<file path="src/rtl/prbs11_bert_pkg.sv">
package prbs11_bert_pkg;

  localparam int PRBS_ORDER = 11;
  localparam int GROUP_BITS = 8;

  typedef enum logic {
    ST_HUNT = 1'b0,
    ST_LOCK = 1'b1
  } lock_st_e;

  // next sequence bit from the last 11 bits (bit 0 newest): x^11 + x^9 + 1
  function automatic logic prbs_fb(input logic [PRBS_ORDER-1:0] h);
    return h[10] ^ h[8];
  endfunction

  // first n generator outputs from the all-ones state, oldest bit at n-1
  function automatic logic [63:0] lead_pattern(input int n);
    logic [PRBS_ORDER-1:0] s;
    logic [63:0]           p;
    logic                  b;
    s = '1;
    p = '0;
    for (int i = 0; i < 64; i++) begin
      if (i < n) begin
        b = prbs_fb(s);
        s = {s[PRBS_ORDER-2:0], b};
        p[n-1-i] = b;
      end
    end
    return p;
  endfunction

endpackage

</file>
<file path="src/rtl/prbs11_start_corr.sv">
module prbs11_start_corr
  import prbs11_bert_pkg::*;
#(
  parameter int CORR_LEN = 24
) (
  input  logic clk,
  input  logic rst_n,
  input  logic bit_vld,
  input  logic bit_in,
  output logic hit
);

  localparam logic [63:0] REF64 = lead_pattern(CORR_LEN);

  logic [CORR_LEN-1:0] win_q, win_d;
  logic                hit_q, hit_d;

  always_comb begin
    win_d = win_q;
    hit_d = 1'b0;
    if (bit_vld) begin
      win_d = {win_q[CORR_LEN-2:0], bit_in};
      hit_d = (win_d == REF64[CORR_LEN-1:0]);
    end
  end

  always_ff @(posedge clk or negedge rst_n) begin
    if (!rst_n) begin
      win_q <= '0;
      hit_q <= 1'b0;
    end else begin
      win_q <= win_d;
      hit_q <= hit_d;
    end
  end

  assign hit = hit_q;

endmodule

</file>
<file path="src/rtl/prbs11_lock_ctrl.sv">
module prbs11_lock_ctrl
  import prbs11_bert_pkg::*;
#(
  parameter int SYNC_RUN = 64
) (
  input  logic clk,
  input  logic rst_n,
  input  logic bit_vld,
  input  logic bit_in,
  input  logic drop,
  output logic in_sync,
  output logic cmp_vld,
  output logic cmp_err
);

  localparam int RUN_W = $clog2(SYNC_RUN + 1);

  lock_st_e               st_q, st_d;
  logic [PRBS_ORDER-1:0]  hist_q, hist_d;
  logic [RUN_W-1:0]       run_q, run_d;
  logic                   pred;
  logic                   match;

  assign pred  = prbs_fb(hist_q);
  assign match = (hist_q != '0) && (bit_in == pred);

  always_comb begin
    st_d    = st_q;
    hist_d  = hist_q;
    run_d   = run_q;
    cmp_vld = bit_vld && (st_q == ST_LOCK);
    cmp_err = bit_in ^ pred;
    if (bit_vld) begin
      case (st_q)
        ST_HUNT: begin
          hist_d = {hist_q[PRBS_ORDER-2:0], bit_in};
          if (!match) begin
            run_d = '0;
          end else if (run_q == RUN_W'(SYNC_RUN - 1)) begin
            run_d = '0;
            st_d  = ST_LOCK;
          end else begin
            run_d = run_q + RUN_W'(1);
          end
        end
        default: begin
          hist_d = {hist_q[PRBS_ORDER-2:0], pred};
          if (drop) begin
            st_d  = ST_HUNT;
            run_d = '0;
          end
        end
      endcase
    end
  end

  always_ff @(posedge clk or negedge rst_n) begin
    if (!rst_n) begin
      st_q   <= ST_HUNT;
      hist_q <= '0;
      run_q  <= '0;
    end else begin
      st_q   <= st_d;
      hist_q <= hist_d;
      run_q  <= run_d;
    end
  end

  assign in_sync = (st_q == ST_LOCK);

endmodule

</file>
<file path="src/rtl/prbs11_err_meter.sv">
module prbs11_err_meter
  import prbs11_bert_pkg::*;
#(
  parameter int WIN_BITS  = 10000,
  parameter int ERR_LIMIT = 2000,
  parameter int CNT_W     = 16
) (
  input  logic             clk,
  input  logic             rst_n,
  input  logic             in_sync,
  input  logic             cmp_vld,
  input  logic             cmp_err,
  output logic             drop,
  output logic             byte_err,
  output logic             ber_upd,
  output logic [CNT_W-1:0] ber_count
);

  localparam int BIT_W = $clog2(WIN_BITS);
  localparam int PH_W  = $clog2(GROUP_BITS);

  logic [BIT_W-1:0] bit_q, bit_d;
  logic [CNT_W-1:0] err_q, err_d;
  logic [CNT_W-1:0] cnt_q, cnt_d;
  logic [PH_W-1:0]  ph_q, ph_d;
  logic             any_q, any_d;
  logic             berr_q, berr_d;
  logic             upd_q, upd_d;
  logic [CNT_W-1:0] err_sum;
  logic             any_now;
  logic             last_bit;

  assign err_sum  = err_q + CNT_W'(cmp_err);
  assign any_now  = any_q | cmp_err;
  assign last_bit = (bit_q == BIT_W'(WIN_BITS - 1));

  always_comb begin
    bit_d  = bit_q;
    err_d  = err_q;
    cnt_d  = cnt_q;
    ph_d   = ph_q;
    any_d  = any_q;
    berr_d = 1'b0;
    upd_d  = 1'b0;
    drop   = 1'b0;
    if (!in_sync) begin
      bit_d = '0;
      err_d = '0;
      ph_d  = '0;
      any_d = 1'b0;
    end else if (cmp_vld) begin
      if (ph_q == PH_W'(GROUP_BITS - 1)) begin
        berr_d = any_now;
        ph_d   = '0;
        any_d  = 1'b0;
      end else begin
        ph_d  = ph_q + PH_W'(1);
        any_d = any_now;
      end
      if (last_bit) begin
        cnt_d = err_sum;
        upd_d = 1'b1;
        bit_d = '0;
        err_d = '0;
        drop  = (err_sum > CNT_W'(ERR_LIMIT));
      end else begin
        bit_d = bit_q + BIT_W'(1);
        err_d = err_sum;
      end
    end
  end

  always_ff @(posedge clk or negedge rst_n) begin
    if (!rst_n) begin
      bit_q  <= '0;
      err_q  <= '0;
      cnt_q  <= '0;
      ph_q   <= '0;
      any_q  <= 1'b0;
      berr_q <= 1'b0;
      upd_q  <= 1'b0;
    end else begin
      bit_q  <= bit_d;
      err_q  <= err_d;
      cnt_q  <= cnt_d;
      ph_q   <= ph_d;
      any_q  <= any_d;
      berr_q <= berr_d;
      upd_q  <= upd_d;
    end
  end

  assign byte_err  = berr_q;
  assign ber_upd   = upd_q;
  assign ber_count = cnt_q;

endmodule

</file>
<file path="src/rtl/prbs11_bert.sv">
module prbs11_bert
  import prbs11_bert_pkg::*;
#(
  parameter int CORR_LEN  = 24,
  parameter int SYNC_RUN  = 64,
  parameter int WIN_BITS  = 10000,
  parameter int ERR_LIMIT = 2000,
  parameter int CNT_W     = 16
) (
  input  logic             clk,
  input  logic             rst_n,
  input  logic             bit_vld,
  input  logic             bit_in,
  output logic             sync,
  output logic             seq_start,
  output logic             byte_err,
  output logic             ber_upd,
  output logic [CNT_W-1:0] ber_count
);

  logic in_sync;
  logic cmp_vld;
  logic cmp_err;
  logic drop;

  prbs11_start_corr #(.CORR_LEN(CORR_LEN)) corr_i (
    .clk     (clk),
    .rst_n   (rst_n),
    .bit_vld (bit_vld),
    .bit_in  (bit_in),
    .hit     (seq_start)
  );

  prbs11_lock_ctrl #(.SYNC_RUN(SYNC_RUN)) lock_i (
    .clk     (clk),
    .rst_n   (rst_n),
    .bit_vld (bit_vld),
    .bit_in  (bit_in),
    .drop    (drop),
    .in_sync (in_sync),
    .cmp_vld (cmp_vld),
    .cmp_err (cmp_err)
  );

  prbs11_err_meter #(
    .WIN_BITS  (WIN_BITS),
    .ERR_LIMIT (ERR_LIMIT),
    .CNT_W     (CNT_W)
  ) meter_i (
    .clk       (clk),
    .rst_n     (rst_n),
    .in_sync   (in_sync),
    .cmp_vld   (cmp_vld),
    .cmp_err   (cmp_err),
    .drop      (drop),
    .byte_err  (byte_err),
    .ber_upd   (ber_upd),
    .ber_count (ber_count)
  );

  assign sync = in_sync;

endmodule

</file>
<file path="config.mk">
export PLATFORM = sky130hd
export DESIGN_NAME = prbs11_bert
export DESIGN_NICKNAME = d
export VERILOG_FILES = /design/src/rtl/prbs11_bert_pkg.sv /design/src/rtl/prbs11_start_corr.sv /design/src/rtl/prbs11_lock_ctrl.sv /design/src/rtl/prbs11_err_meter.sv /design/src/rtl/prbs11_bert.sv
export SDC_FILE = /design/constraint.sdc
export NUM_CORES = 1
export LEC_CHECK = 0
export BUFFER_PORTS_ARGS = -buffer_cell sky130_fd_sc_hd__buf_2
export CORE_ASPECT_RATIO = 0.6
export CORE_MARGIN = 3
export CORE_UTILIZATION = 29
export CTS_BUF_LIST = sky130_fd_sc_hd__clkbuf_8
export DETAILED_ROUTE_END_ITERATION = 8
export PLACE_DENSITY = 0.42
export SLEW_MARGIN = 30
export SYNTH_ARGS = -nofsm -noshare
export SYNTH_HDL_FRONTEND = slang
export SYNTH_SLANG_ARGS = --single-unit
</file>
<file path="constraint.sdc">
create_clock -name clk -period 3.4 [get_ports clk]
set_input_delay 0.34 -clock clk [delete_from_list [all_inputs] [get_ports clk]]
set_output_delay 0.34 -clock clk [all_outputs]
set_load 0.02 [all_outputs]
</file>
==> impl_metrics.csv <==
group,metric,value,unit
die,die_h,103,µm
routing,wire_per_inst,15.2,µm
sta,max_freq,307,MHz
synthesis,synthCells,442,
worst_hold_path,hold_class,"input port to async pin",
die,num_io_pins,24,
clock_tree,cts_hold_buf,0,
clock_tree,path_clk_slew,90,ps
power_and_ir_drop,intPower,1.92,mW
clock_tree,cts.sinks,95,
clock_tree,insertion_delay,360,ps
placement,place_congestion,0.770,
power_and_ir_drop,p_leak,2.32,nW
synthesis,syn-num-nets,452,
layout,drive_gt1_share,21.9,%
clock_tree,numCtsBuffers,9,
layout,most-common-layout-cells,"dfrtp_1 (95), nand2_1 (56), o21ai_0 (39)",
global_route,gr-total-overflow,0,
synthesis,synth_cell_types,55,
layout,final_util,34.8,%
synthesis,synth.avg_cell_area,10.3,µm²
routing,dr.pass1.iters,4,
power_and_ir_drop,ir_drop,0.219,mV
power_and_ir_drop,swShare,28.0,%
global_route,grtUsageMet1,20.0,%
sta,drv_slew,0,
synthesis,synth_edf_count,0,
clock_tree,post_cts_buffers,0,
status,violations,"negative hold slack",
layout,nNetsFinal,479,
die,die_w,168,µm
layout,n_antenna_cell,0,
synthesis,syn_area,4570,µm²
layout,multi_input_area,2100,µm²
flow_run,maxCapViolations,0,
sta,clock_skew,11.2,ps
global_route,grt-busiest-layer,"met1",
sta,fin_crit_sh,95.9,%
clock_tree,root_buffer,"clkbuf_8",
global_route,met3_usage,3.34,%
critical_path,r2r_setup_slack,140,ps
power_and_ir_drop,pwr-share-clk,28.7,%
critical_path,crit_slowest_cell,"or4_1",
layout,n_fill_cell,1511,
sta,period_minus_slack,3260,ps
global_route,grt_max_degree,76,
sta,setup_viol,0,
global_route,antenna_found_initial,0,
routing,ant_nets,0,
global_route,grt_use_met2,16.6,%
routing,via_count,3307,
routing,routed_wl,10.2,mm
routing,drc,0,
layout,area.growth.synth_to_final,13.6,%
critical_path,crit_required,3680,ps
critical_path,crit_arrival,3540,ps
global_route,grt_pass1_vias,3230,
power_and_ir_drop,p_switching,0.745,mW
power_and_ir_drop,p_comb_share,16.9,%
placement,place_hpwl,7.11,mm
clock_tree,htreeDepth,3,
sta,hold_violations,5,
layout,instances_no_fill,672,
sta,worst_pin_slew,741,ps
power_and_ir_drop,p_per_area,513,nW/µm²
clock_tree,cts.path.max_buffers,2,
die,row_count,34,
critical_path,crit_family,"simple AND/OR/NAND/NOR gates",
critical_path,timing.critical_path.buf_inv,1,
sta,fin_hold_ws,-16.2,ps
synthesis,synth_ff_type,"dfrtp_1",
global_route,grtUsageTotal,12.5,%
synthesis,async_flop_share,100,%
sta,slew_headroom,50.4,%
layout,layout_commonest_cell,"dfrtp_1",
critical_path,crit_fanout,7,
critical_path,start_kind,"register",
critical_path,worstPathCellList,"xnor2_2, xnor2_2, ha_2, buf_4, and4_4, and3_2, mux2i_1, and4b_1, nor3_2, nor3_4, or4_1, o211ai_1",
layout,seq_area,2380,µm²
die,coreArea,14900,µm²
sta,layout_setup_ws,141,ps
die,dieArea,17400,µm²
routing,first_iter_violations,254,
clock_tree,cts_tree,"done",
global_route,grt_pass1_wl,17.3,mm
critical_path,worst_path_largest_cell_delay,500,ps
synthesis,synth_seq_area_share,52.0,%
placement,place_ws,46.4,ps
die,initial_core_util,30.6,%
clock_tree,cts_resized,0,
status,outcome,"finished, violations left",
placement,dp_cells,656,
critical_path,worstSetupEndpointType,"register",
synthesis,yosysWarnings,0,
routing,viasPerCell,4.92,
placement,portBuffers,23,
critical_path,setup.worst_path.class,"register to register",
power_and_ir_drop,p_seq_share,54.4,%
synthesis,ys_ff_latch,95,
critical_path,cp_common_cell,"xnor2_2",
==> layer usage <==
metal  vias up  wire length (µm)
met3         6               402
met4         0                62
met2        47              3920
met1      1612              5790
met5         -                 0
li1       1642                 -
==> state kept, by name (all words and copies together) (netlist names) <==
signal,flops
meter_i.any_q,1
corr_i.hit,1
meter_i.bit_q,14
lock_i.hist_q,11
lock_i.run_q,7
meter_i.ber_count,16
lock_i.in_sync,1
meter_i.err_q,16
meter_i.byte_err,1
meter_i.ber_upd,1
corr_i.win_q,23
meter_i.ph_q,3
==> power by group through the flow <==
stage               clock (mW)  combinational (mW)  sequential, mW
detailed placement           0               0.429            1.47
global placement             0               0.417            1.46
global route             0.841               0.502            1.48
floorplan                    0               0.311            1.41
CTS                      0.798               0.432            1.44
finish                   0.764               0.450            1.45
==> synth_stat cells, drive strengths merged (6+ instances only) <==
cell / instances / area, µm²
xor2: 8 / 70.1
nor3: 7 / 45.0
nor2b: 6 / 37.5
mux2: 37 / 417
nor2: 28 / 105
o21ai: 51 / 255
a21oi: 17 / 85.1
ha: 6 / 75.1
buf: 13 / 80.1
nand2: 56 / 210
nand3: 16 / 80.1
and3: 17 / 106
nor4: 7 / 43.8
dfrtp: 95 / 2380
xnor2: 11 / 96.3
clkbuf: 12 / 45.0
==> final timing paths <==
path	from	to	cells past startpoint
min reg2reg	meter_i.bit_q[2]	meter_i.bit_q[2]	1
max reg2reg	lock_i.hist_q[10]	lock_i.run_q[5]	12
max	lock_i.hist_q[10]	lock_i.run_q[5]	12
max in group asynchronous	rst_n	corr_i.win_q[0]	2
min	rst_n	lock_i.run_q[0]	1
min in group clk	bit_in	corr_i.win_q[0]	2
==> stage by stage <==
step                      TNS, ps  power, mW  instance area (µm²)
after global placement          0       1.88                 4950
final                           0       2.66                 5190
after floorplan                 0       1.73                 4570
after global routing       -0.457       2.82                 5190
after CTS                       0       2.67                 5150
after detailed placement        0       1.89                 4950
==> layout make-up <==
cell class	instances	area share [%]
clock buffer	11	2.92
clock inverter	5	0.964
inverter	3	0.217
multi-input combinational	319	40.4
sequential	95	45.8
tap	198	4.77
timing repair buffer	41	4.94
==> logic make-up (layout without fill, tap and decap cells) <==
logic type / Yosys count / after routing / synth area share [%]
xor gates and xnor gates: 19 / 19 / 3.64
muxes: 41 / 41 / 9.99
buffers and inverters: 28 / 60 / 2.98
and+or+nand+nor: 164 / 164 / 18.5
adders and majority gates: 6 / 6 / 1.64
AOI/OAI and AO/OA: 89 / 89 / 11.2
DFF: 95 / 95 / 52.0
==> worst reg2reg max path, cell delays in order, from the launching register on <==
cell,delay (ps)
dfrtp_1,420
xnor2_2,230
xnor2_2,160
ha_2,240
buf_4,140
and4_4,250
and3_2,260
mux2i_1,270
and4b_1,250
nor3_2,260
nor3_4,100
or4_1,500
o211ai_1,100
No activity file was read; power rests on OpenSTA's default activity.
